$ cat config.mk
export PLATFORM = sky130hd
export DESIGN_NAME = rmt_evt_irq
export DESIGN_NICKNAME = d
export VERILOG_FILES = /design/src/rtl/rmt_evt_pkg.sv /design/src/rtl/rmt_edge_sync.sv /design/src/rtl/rmt_len_counter.sv /design/src/rtl/rmt_irq_flags.sv /design/src/rtl/rmt_evt_irq.sv
export SDC_FILE = /design/constraint.sdc
export NUM_CORES = 1
export LEC_CHECK = 0
export BUFFER_PORTS_ARGS = -buffer_cell sky130_fd_sc_hd__buf_4
export CORE_ASPECT_RATIO = 0.75
export CORE_MARGIN = 2
export CORE_UTILIZATION = 59
export CTS_CLUSTER_DIAMETER = 80
export DETAILED_ROUTE_END_ITERATION = 7
export PLACE_DENSITY = 0.83
export RECOVER_POWER = 50
export SLEW_MARGIN = 30
export SYNTH_ARGS = -nofsm -noshare
export SYNTH_HDL_FRONTEND = slang
export SYNTH_SLANG_ARGS = --single-unit
$ cat constraint.sdc
create_clock -name clk -period 2.45 [get_ports clk]
set_input_delay 0.49 -clock clk [delete_from_list [all_inputs] [get_ports clk]]
set_output_delay 0.49 -clock clk [all_outputs]
set_load 0.005 [all_outputs]
$ cat src/rtl/rmt_evt_pkg.sv
package rmt_evt_pkg;

   // register width seen on the access port
   localparam int REG_W  = 8;
   // number of interrupt causes
   localparam int NCAUSE = 3;

   // cause bit positions, shared by the enable and flag registers
   localparam int C_UF   = 0;
   localparam int C_RISE = 1;
   localparam int C_FALL = 2;

   // register addresses; enable and flag registers are adjacent
   localparam int unsigned RA_EN   = 0;
   localparam int unsigned RA_FLAG = 1;
   localparam int unsigned RA_LEN  = 2;
   localparam int unsigned RA_CNT  = 3;

   typedef logic [NCAUSE-1:0] cause_vec_t;

endpackage

$ cat src/rtl/rmt_edge_sync.sv
module rmt_edge_sync #(
   parameter int STAGES = 2
) (
   input  logic clk,
   input  logic rst_n,
   input  logic pin,
   output logic rise,
   output logic fall
);

   localparam int TOP = STAGES - 1;

   if (STAGES < 2) begin : g_bad_stages
      $error("rmt_edge_sync: STAGES must be at least 2");
   end

   logic [STAGES-1:0] sh_q;
   logic              last_q;

   always_ff @(posedge clk or negedge rst_n) begin
      if (!rst_n) begin
         sh_q   <= '0;
         last_q <= 1'b0;
      end else begin
         sh_q   <= {sh_q[STAGES-2:0], pin};
         last_q <= sh_q[TOP];
      end
   end

   // compare the synchronized level with its value one cycle earlier
   assign rise = sh_q[TOP] & ~last_q;
   assign fall = ~sh_q[TOP] & last_q;

endmodule

$ cat src/rtl/rmt_len_counter.sv
module rmt_len_counter #(
   parameter int CNT_W = 8
) (
   input  logic             clk,
   input  logic             rst_n,
   input  logic             rx_mode,
   input  logic             tick,
   input  logic             len_wr,
   input  logic [CNT_W-1:0] len_wdata,
   input  logic             rise,
   input  logic             fall,
   output logic [CNT_W-1:0] len,
   output logic [CNT_W-1:0] cnt,
   output logic             uf
);

   localparam logic [CNT_W-1:0] ONE = CNT_W'(1);

   logic             run_q;
   logic             load;
   logic             stop;
   logic             dec;
   logic [CNT_W-1:0] load_val;

   always_comb begin
      // receive: edges frame the count; transmit: the length write starts it
      load     = rx_mode ? rise : len_wr;
      load_val = rx_mode ? len : len_wdata;
      stop     = rx_mode & fall;
      dec      = run_q & tick & ~load;
      uf       = dec & (cnt == ONE);
   end

   always_ff @(posedge clk or negedge rst_n) begin
      if (!rst_n) begin
         len   <= '0;
         cnt   <= '0;
         run_q <= 1'b0;
      end else begin
         if (len_wr) len <= len_wdata;
         if (load) begin
            cnt   <= load_val;
            run_q <= (load_val != '0);
         end else begin
            if (dec)        cnt   <= cnt - ONE;
            if (stop || uf) run_q <= 1'b0;
         end
      end
   end

endmodule

$ cat src/rtl/rmt_irq_flags.sv
module rmt_irq_flags #(
   parameter int N = 3
) (
   input  logic         clk,
   input  logic         rst_n,
   input  logic [N-1:0] en,
   input  logic [N-1:0] evt,
   input  logic [N-1:0] clr,
   output logic [N-1:0] flags,
   output logic         req
);

   if (N < 1) begin : g_bad_n
      $error("rmt_irq_flags: N must be at least 1");
   end

   for (genvar i = 0; i < N; i++) begin : g_flag
      logic f_q;
      always_ff @(posedge clk or negedge rst_n) begin
         if (!rst_n)                f_q <= 1'b0;
         else if (evt[i] && en[i])  f_q <= 1'b1;   // set beats clear
         else if (clr[i])           f_q <= 1'b0;
      end
      assign flags[i] = f_q;
   end

   assign req = |flags;

endmodule

$ cat src/rtl/rmt_evt_irq.sv
module rmt_evt_irq
   import rmt_evt_pkg::*;
#(
   parameter int ADDR_W      = 2,
   parameter int CNT_W       = 8,
   parameter int SYNC_STAGES = 2
) (
   input  logic              clk,
   input  logic              rst_n,
   input  logic              rx_in,
   input  logic              rx_mode,
   input  logic              tick,
   input  logic [ADDR_W-1:0] reg_addr,
   input  logic              reg_wr,
   input  logic [REG_W-1:0]  reg_wdata,
   output logic [REG_W-1:0]  reg_rdata,
   output logic              irq
);

   if (ADDR_W < 2) begin : g_bad_addr
      $error("rmt_evt_irq: ADDR_W must be at least 2");
   end
   if (CNT_W < 1 || CNT_W > REG_W) begin : g_bad_cnt
      $error("rmt_evt_irq: CNT_W must be within 1..REG_W");
   end

   localparam logic [ADDR_W-1:0] A_EN   = ADDR_W'(RA_EN);
   localparam logic [ADDR_W-1:0] A_FLAG = ADDR_W'(RA_FLAG);
   localparam logic [ADDR_W-1:0] A_LEN  = ADDR_W'(RA_LEN);
   localparam logic [ADDR_W-1:0] A_CNT  = ADDR_W'(RA_CNT);

   logic        wr_en;
   logic        wr_flag;
   logic        len_wr;
   logic        rise;
   logic        fall;
   logic        uf;
   cause_vec_t  en_q;
   cause_vec_t  flag_q;
   cause_vec_t  evt;
   cause_vec_t  clr;
   logic [CNT_W-1:0] len_q;
   logic [CNT_W-1:0] cnt_q;

   assign wr_en   = reg_wr && (reg_addr == A_EN);
   assign wr_flag = reg_wr && (reg_addr == A_FLAG);
   assign len_wr  = reg_wr && (reg_addr == A_LEN);

   always_ff @(posedge clk or negedge rst_n) begin
      if (!rst_n)     en_q <= '0;
      else if (wr_en) en_q <= reg_wdata[NCAUSE-1:0];
   end

   rmt_edge_sync #(.STAGES(SYNC_STAGES)) u_sync (
      .clk   (clk),
      .rst_n (rst_n),
      .pin   (rx_in),
      .rise  (rise),
      .fall  (fall)
   );

   rmt_len_counter #(.CNT_W(CNT_W)) u_cnt (
      .clk       (clk),
      .rst_n     (rst_n),
      .rx_mode   (rx_mode),
      .tick      (tick),
      .len_wr    (len_wr),
      .len_wdata (reg_wdata[CNT_W-1:0]),
      .rise      (rise),
      .fall      (fall),
      .len       (len_q),
      .cnt       (cnt_q),
      .uf        (uf)
   );

   always_comb begin
      evt         = '0;
      evt[C_UF]   = uf;
      evt[C_RISE] = rise;
      evt[C_FALL] = fall;
      clr         = wr_flag ? reg_wdata[NCAUSE-1:0] : '0;
   end

   rmt_irq_flags #(.N(NCAUSE)) u_flags (
      .clk   (clk),
      .rst_n (rst_n),
      .en    (en_q),
      .evt   (evt),
      .clr   (clr),
      .flags (flag_q),
      .req   (irq)
   );

   always_comb begin
      reg_rdata = '0;
      if (reg_addr == A_EN)        reg_rdata[NCAUSE-1:0] = en_q;
      else if (reg_addr == A_FLAG) reg_rdata[NCAUSE-1:0] = flag_q;
      else if (reg_addr == A_LEN)  reg_rdata[CNT_W-1:0]  = len_q;
      else if (reg_addr == A_CNT)  reg_rdata[CNT_W-1:0]  = cnt_q;
   end

endmodule

# After elaboration in Yosys (flattened, before gate mapping)
# Index checks and enable logic that the tools add are counted.
# Widths: inputs -> output; s select.
word_totals:
  reg_bits: 26
  input_bits: 16
  out_inout_bits: 9
  wordCells: 57
classes:
  add_sub_neg: 1
  n_eq_ne: 4
  n_mux: 19
  bitwise_logic: 9
  n_reduce_logical: 15
ops:
  columns: ["op", "count"]
  rows:
  - ["$mux 8", 5]
  - ["$mux 5", 2]
  - ["$reduce_bool 2->1", 5]
  - ["$mux 1", 9]
  - ["$mux 3", 3]
  - ["$eq 8x1->1 const B", 1]
  - ["$reduce_bool 8->1", 1]
  - ["$sub 8x1->8 const B", 1]
  - ["$and 1x1->1", 6]
  - ["$logic_and 1x1->1", 6]
  - ["$eq 2x2->1 const B", 2]
  - ["$not 1->1", 3]
  - ["$reduce_or 3->1", 1]
  - ["$eq 2x1->1 const B", 1]
  - ["$logic_not 2->1", 1]
  - ["$logic_or 1x1->1", 1]

# Depth between registers and ports, before layout
# Gate-level depths: netlist of run 1.
depth:
  depth_word: 9
  depth_mapped: 6
  mapped_depth_nobuf: 6

# By module
# From an unflattened synthesis of run 1, not the netlist that was laid out.
hier_totals:
  hier_cells: 139
  hier_area_um2: 1580.3
by_module_without_submodules:
  columns: ["mod", "instances", "cells_each", "area_each_um2", "seq_area_each_um2"]
  rows:
  - ["rmt_len_counter", 1, 91, 1013.5, 425.4]
  - ["rmt_evt_irq", 1, 27, 325.3, 75.1]
  - ["rmt_irq_flags", 1, 16, 151.4, 75.1]
  - ["rmt_edge_sync", 1, 5, 90.1, 75.1]

# Worst setup path before layout of run 1
# No wires, ideal clock.
synth_timing:
  path_kind: "input to output"
  start: "in reg_addr[0]"
  end: "out reg_rdata[0]"
  arrival_ns: 1.176
  required_ns: 1.960
  path_slack_ns: 0.784
  cell_stages: 2
  n_path_buf: 1
  cell_sequence: "buf_4 -> mux4_2"
synth_via:
  elab_chain_cells: 5
  word_cells_on_any_way: 8
  classes_between: "eq/ne: 3; mux: 4; reduce/logical: 1"
synth_rtl:
  columns: ["element", "line", "source"]
  rows:
  - ["from (decl)", "rmt_evt_irq.sv:13", "input logic [ADDR_W-1:0] reg_addr,"]
  - ["$eq 2x2->1", "rmt_evt_irq.sv:99", "else if (reg_addr == A_CNT) reg_rdata[CNT_W-1:0] = cnt_q;"]
  - ["$mux 8", "rmt_evt_irq.sv:99", null]
  - ["$mux 8", "rmt_evt_irq.sv:98", "else if (reg_addr == A_LEN) reg_rdata[CNT_W-1:0] = len_q;"]
  - ["$mux 3", "rmt_evt_irq.sv:97", "else if (reg_addr == A_FLAG) reg_rdata[NCAUSE-1:0] = flag_q;"]
  - ["$mux 3 (*)", "rmt_evt_irq.sv:96", "if (reg_addr == A_EN) reg_rdata[NCAUSE-1:0] = en_q;"]
  - ["to (decl)", "rmt_evt_irq.sv:16", "output logic [REG_W-1:0] reg_rdata,"]
# Every way passes the cells marked *; elsewhere a longest branch is shown, timed or not.

# Final worst setup path of run 1
layout_timing:
  start: "reg u_cnt.cnt[2]"
  end: "out reg_rdata[2]"
layout_via:
  elab_chain_cells: 4
layout_rtl:
  columns: ["element", "line", "source"]
  rows:
  - ["from (decl)", "rmt_len_counter.sv:13", "output logic [CNT_W-1:0] cnt,"]
  - ["from (signal assigned)", "rmt_len_counter.sv:42", "cnt <= load_val;"]
  - ["from (signal assigned)", "rmt_len_counter.sv:45", "if (dec) cnt <= cnt - ONE;"]
  - ["$mux 8", "rmt_evt_irq.sv:99", null]
  - ["$mux 8", "rmt_evt_irq.sv:98", null]
  - ["$mux 3", "rmt_evt_irq.sv:97", null]
  - ["$mux 3", "rmt_evt_irq.sv:96", null]
# No other way between the ends.

==> summary.md, run 1 <==
| Metric | Value |
|---|---|
| Worst hold stages | 1 |
| Total negative slack | 0 ns |
| CP required | 1.96 ns |
| CORE AREA | 0.002327 mm^2 |
| Htree depth | 1 |
| Status | complete, no violations |
| Die extent in y | 47.10 um |
| Post-DP HPWL | 2291 um |
| Rows | 15 |
| CP endpoint kind | primary output |
| Die width | 61.47 um |
| Switching Fraction | 0.3265 |
| Max frequency | 513.4 MHz |
| Worst hold path startpoint | rx_in |
| CTS tree | built |
| Via count | 1,131 |
| Worst r2r dst | u_cnt.cnt[1] |
| Yosys warning count | 0 |
| Worst-case hold slack | 0.2821 ns |
| Initial antenna violation count | 0 |
| Yosys cell types | 31 |
| Async set-reset flop share out of synthesis | 1.000 |
| Final Hold Vio Count | 0 |
| Hold endpoint | u_sync.sh_q[0] |
| CP max stage cell | dfrtp_1 |
| Layout cells sized above 1 | 0.3203 |
| Leak | 0.7386 nW |
| Internal | 0.9433 mW |
| Worst-case reg-to-reg path depth | 5 |
| Final ANT Viol Nets | 0 |
| Syn nets | 147 |
| Via density | 6.048 |
| Period Utilization, post-route | 0.7951 |
| RSZ-0062 raised after global routing | false |
| CTS max path bufs | 2 |
| Post-Syn Area | 0.001461 mm^2 |
| Leading post-synthesis cells by cell area | dfrtp_1 (45%), mux2_2 (12%), mux2i_1 (5.5%), mux4_2 (4.6%), xor2_1 (3.0%) |
| Area growth from synthesis to layout | 16.35% |
| Total grt overflow | 0 |
| Reg power frac | 0.484 |
| Worst Skew | 0.005239 ns |
| Number of flops mapped to enable cells by yosys | 0 |
| Wirelength per Cell | 16.78 um |
| WL final | 3138 um |
| TritonCTS buffer count | 3 |
| VDD IR max | 0.5352 mV |
| Reg2reg start | u_cnt.cnt[0] |
| Synth Flop Type | dfrtp_1 |
| Worst hold path type | in -> reg |
| Sw Pwr | 0.4572 mW |
| Synth top cells by count | dfrtp_1 (26), mux2_2 (16), nand2_1 (11) |
| PwrDens | 823.6 mW/mm^2 |
| Drt pass-1 iters | 4 |
| WP data arrival | 1.46 ns |
| Yosys top cell area share | 0.4452 |
| Final setup violation count | 0 |
| N_diodes | 0 |
| CP Class | reg -> out |
| Ports | 25 |
| Port buffer count | 24 |
| Initial core utilization | 0.6280 |
| Final nets | 172 |
| Actual slew at the worst max-slew pin | 1.379 ns |
| Vias in the first global route | 1,049 |
| Largest net degree at the start of global routing | 27 |
| Clk pwr share | 0.210 |
| Post-layout min period | 1.948 ns |
| Clock Latency Late Sink | 0.32 ns |
| Root Driver | clkbuf_4 |
| Post-CTS setup buffers | 0 |
| Count leader, synth | dfrtp_1 |
| Max Slew Vio Count | 0 |
| Synth area leader | dfrtp_1 |
| Full die area | 0.002895 mm^2 |
| CP Launch Type | flop |
| Synth Area per Inst | 11.33 um^2 |
| Reg-to-reg slack, setup | 1.00 ns |
| Max Cap Viol | 0 |
| Cell Chain, Critical Path | mux4_2, buf_4 |
| Syn Inst Count | 129 |
| Filler cell count | 184 |
| Worst Path Max Fanout | 6 |
| Register area share after synthesis | 0.4452 |
| CTS Sinks | 26 |
| Post-cts gate resize count | 0 |
| Number of synthesized register bits | 26 |
| Comb power frac | 0.307 |
| First-pass GRT wire length | 5106 um |
| Crit. Startpoint | u_cnt.cnt[2] |
| Drt initial violations | 90 |
| Total Routing Usage GR | 0.2504 |
| Slew margin rel. | 0.08036 |
| Hold-fix buffers, CTS | 0 |
| Final Wtd Congestion | 0.8364 |
| Crit path largest cell delay | 0.49 ns |
| DRC viols | 0 |
| Clk pin slew, worst setup/hold paths | 0.14 ns |
power by group through the flow:
stage	combinational, mW	sequential, mW	clock (mW)
after detailed placement	0.421	0.678	0
after global placement	0.405	0.672	0
final	0.430	0.677	0.293
after floorplan	0.295	0.633	0
after global routing	0.473	0.693	0.321
after CTS	0.430	0.674	0.302
critical path, delay by kind of cell, from the launching register on:
family / cells / cell delay, ns
muxes: 1 / 0.49
DFF: 1 / 0.49
buffers and inverters: 1 / 0.15
how the worst max path moves through the flow:
| stage | slack [ns] | end | cells after the start |
|---|---|---|---|
| 2_1_floorplan | 0.78 | reg_rdata[0] | 2 |
| 6_report | 0.50 | reg_rdata[2] | 2 |
| 3_3_place_gp | 0.61 | reg_rdata[0] | 3 |
| 4_1_cts | 0.50 | reg_rdata[2] | 2 |
| 5_1_grt | 0.47 | reg_rdata[2] | 2 |
| 3_5_place_dp | 0.61 | reg_rdata[0] | 3 |
kinds of logic (layout without fill, tap and decap cells):
logic type	count (synthesis)	count (layout)	share of synthesized area
AO/OA/AOI/OAI	16	16	0.07363
XOR/XNOR	7	7	0.04195
adder cells (fa/ha/maj)	2	2	0.01712
buffers and inverters	8	32	0.03510
flip-flops	26	26	0.4452
multiplexers	27	27	0.2243
AND/OR/NAND/NOR	43	43	0.1627
sequential cells by signal (all words and copies together), names as in the netlist:
register	flops
u_cnt.len	8
u_cnt.run_q	1
u_sync.last_q	1
u_cnt.cnt	8
u_sync.sh_q	2
u_flags.g_flag.f_q	3
en_q	3
layout by cell type (no fill, tap or decap), drive strengths merged:
cell | Yosys | layout
nand4 | 1 | 1
nand2 | 11 | 11
clkbuf | 0 | 5
xnor2 | 2 | 2
nor2 | 6 | 6
a31oi | 1 | 1
nand3 | 4 | 4
ha | 2 | 2
and3b | 2 | 2
bufinv | 0 | 1
o21ai | 7 | 7
a211oi | 1 | 1
nor3b | 1 | 1
mux4 | 3 | 3
mux2i | 8 | 8
buf | 5 | 23
inv | 3 | 3
a21oi | 4 | 4
nor2b | 6 | 6
dfrtp | 26 | 26
a22o | 2 | 2
nor4 | 4 | 4
nand3b | 4 | 4
or3 | 1 | 1
xor2 | 5 | 5
nand4b | 1 | 1
nor3 | 2 | 2
mux2 | 16 | 16
a32o | 1 | 1
per-layer routing:
| metal | vias to the layer above | track usage | wire, um |
|---|---|---|---|
| met5 | - | 0 | 0 |
| met1 | 568 | 0.3823 | 1401 |
| li1 | 512 | - | - |
| met3 | 6 | 0.06612 | 271 |
| met2 | 45 | 0.3660 | 1438 |
| met4 | 0 | 0.04681 | 27 |
stage by stage:
stage	total power [mW]	instances	setup WS, ns	utilization	area [um^2]
floorplan	0.9279	129	0.7835	-	1461
global placement	1.078	183	0.6100	0.7097	1652
detailed placement	1.099	183	0.6072	0.7097	1652
CTS	1.405	187	0.4975	0.7323	1704
global route	1.487	187	0.4718	0.7306	1700
finish	1.400	187	0.5021	0.7306	1700
cell type report:
cell class / count / area (um^2) / area share
Multi-Input combinational cell: 95 / 759.5 / 0.4467
Inverter: 3 / 11.26 / 0.006623
Sequential cell: 26 / 650.6 / 0.3826
Clock inverter: 1 / 30.03 / 0.01766
Timing Repair Buffer: 25 / 183.9 / 0.1082
Tap cell: 34 / 42.54 / 0.02502
Clock buffer: 3 / 22.52 / 0.01325
No activity file was read; power rests on OpenSTA's default activity.
==> run 2, diff against run 1 <==
Settings changed: CORE_UTILIZATION 59 to 49, PLACE_DENSITY 0.83 to 0.74.
Clock period 2.45 ns to 1.77 ns, I/O delays scaled along.
==> run 2 against run 1 <==
Non-clock buffer count up 2. First-iteration DRC count up 5.6%. Largest cell class unchanged. Routed wire length down 2.6%. Sequential share of layout area down 0.93 points.
==> summary.md, run 2 (same netlist as run 1, synthesis figures left out) <==
| Metric | Value |
|---|---|
| Post-cts gate resize count | 0 (unchanged) |
| Port buffer count | 24 (unchanged) |
| Total Routing Usage GR | 0.2078 (-0.04260) |
| Final setup violation count | 0 (unchanged) |
| Post-CTS setup buffers | 0 (unchanged) |
| Most frequent cells in the layout | dfrtp_1 (26), buf_4 (24), mux2_2 (16) |
| WL final | 3057 um (-2.6%) |
| Area growth from synthesis to layout | 19.26% |
| Worst hold path type | in -> reg |
| CP required | 1.42 ns (-0.54 ns) |
| CTS max path bufs | 2 (unchanged) |
| Layout cells sized above 1 | 0.3290 (+0.008771) |
| Max Cap Viol | 0 (unchanged) |
| Reg-to-reg slack, setup | 0.45 ns (-0.55 ns) |
| Total grt overflow | 0 (unchanged) |
| Total negative slack | 0 ns (unchanged) |
| TritonCTS buffer count | 3 (unchanged) |
| Max Slew Vio Count | 0 (unchanged) |
| Via count | 1,077 (-4.8%) |
| Htree depth | 1 (unchanged) |
| Final Wtd Congestion | 0.8679 (+3.8%) |
| Clk pin slew, worst setup/hold paths | 0.09 ns (-0.05 ns) |
| PwrDens | 1151 mW/mm^2 (+40%) |
| Post-DP HPWL | 2336 um (+2.0%) |
| Die extent in y | 51.30 um (+8.9%) |
| Final instance area | 0.001743 mm^2 (+2.5%) |
| Final setup margin | 0.05618 ns (-0.4459 ns) |
| Final ANT Viol Nets | 0 (unchanged) |
| DRC viols | 0 (unchanged) |
| CTS Sinks | 26 (unchanged) |
| CP max stage cell | mux4_2 |
| Worst Path Max Fanout | 5 (-1) |
| CP top delay family | multiplexers |
| Actual slew at the worst max-slew pin | 0.6433 ns (-0.7362 ns) |
| Ports | 25 (unchanged) |
| Reg2reg start | u_cnt.cnt[2] |
| Dpl cells | 188 (+2.7%) |
| Layout Utilization | 0.6025 (-0.1281) |
| Dpl cell area | 0.001664 mm^2 (+0.76%) |
| Max frequency | 583.5 MHz |
| Rows | 17 (+2) |
| Final nets | 174 (+1.2%) |
| Hold-fix buffers, CTS | 1 (+1) |
| Status | complete, no violations |
| Worst-case hold slack | 0.2028 ns (-0.07936 ns) |
| Regs by FF count | u_cnt.cnt x8, u_cnt.len x8 |
| Filler cell count | 261 (+42%) |
| Post-layout min period | 1.714 ns |
| DP Worst Slack | 0.1825 ns (-0.4247 ns) |
| Initial core utilization | 0.5052 (-0.1228) |
| VDD IR max | 0.6450 mV (+21%) |
| Post-Layout Cell Count | 193 (+3.2%) |
| WP data arrival | 1.36 ns (-0.10 ns) |
| Leak | 0.7587 nW (+2.7%) |
| Worst hold path startpoint | rx_in |
| Period Utilization, post-route | 0.9683 |
| Clock Latency Late Sink | 0.27 ns (-0.05 ns) |
| CP Launch Type | flop |
| CORE AREA | 0.002893 mm^2 (+24%) |
| Wirelength per Cell | 15.84 um (-5.6%) |
| Commonest non-fill, non-tap cell in the layout | dfrtp_1 |
| CTS tree | built |
| Crit path largest cell delay | 0.49 ns (about the same) |
| Initial antenna violation count | 0 (unchanged) |
| Drt initial violations | 95 (+5.6%) |
| Worst Skew | 0.002171 ns (-0.003068 ns) |
| RSZ-0062 raised after global routing | false |
| Overall power consumption | 2.007 mW (+43%) |
| CP endpoint kind | primary output |
| Drt pass-1 iters | 4 (unchanged) |
| Largest net degree at the start of global routing | 27 (unchanged) |
| Via density | 5.580 (-7.7%) |
| Root Driver | clkbuf_8 |
| Cell Chain, Critical Path | mux4_2, buf_4 |
| Die width | 67.06 um (+9.1%) |
| CP Class | reg -> out |
| First-pass GRT wire length | 5306 um (+3.9%) |
| Full die area | 0.003440 mm^2 (+19%) |
| Crit. Startpoint | u_cnt.cnt[0] |
| Slew margin rel. | 0.5711 (+0.4908) |
| N_diodes | 0 (unchanged) |
| Vias in the first global route | 1,113 (+6.1%) |
| WP buf/inv | 1 (unchanged) |
| Final Hold Vio Count | 0 (unchanged) |
[run 2: final timing paths]
| kind | endpoint | cells after the start |
|---|---|---|
| worst max-delay path | reg_rdata[0] | 2 |
| worst min-delay path | u_sync.sh_q[0] | 1 |
| worst max register to register | u_cnt.cnt[5] | 4 |
| worst min register to register | u_sync.sh_q[1] | 0 |
| max in group asynchronous | u_flags.g_flag[0].f_q | 2 |
| min in group asynchronous | u_sync.sh_q[1] | 2 |
[run 2: worst reg2reg max path, cell delays in order, from the launching register on]
cell	delay (ns)
dfrtp_1	0.46
nor3_1	0.34
nand3b_1	0.15
xor2_1	0.16
o21ai_0	0.14
[run 2: layer usage]
metal	track usage	up-vias	part of all wire
li1	-	520	-
met1	0.2956	529	0.48
met2	0.3185	26	0.45
met3	0.04846	2	0.062
met4	0.05442	0	0.0046
met5	0	-	0
[run 2: where the power goes]
group          switching, mW  internal (mW)  leakage (nW)
clock                  0.195          0.303        0.0357
combinational          0.251          0.333         0.415
sequential             0.178          0.747         0.308
[run 2: layout make-up]
| cell class | count | area (um^2) | share of cell area |
|---|---|---|---|
| Sequential cell | 26 | 650.6 | 0.3733 |
| Inverter | 3 | 11.26 | 0.006461 |
| Clock inverter | 1 | 30.03 | 0.01723 |
| Multi-Input combinational cell | 95 | 759.5 | 0.4358 |
| Clock buffer | 3 | 41.29 | 0.02369 |
| Tap cell | 38 | 47.55 | 0.02728 |
| Timing Repair Buffer | 27 | 202.7 | 0.1163 |
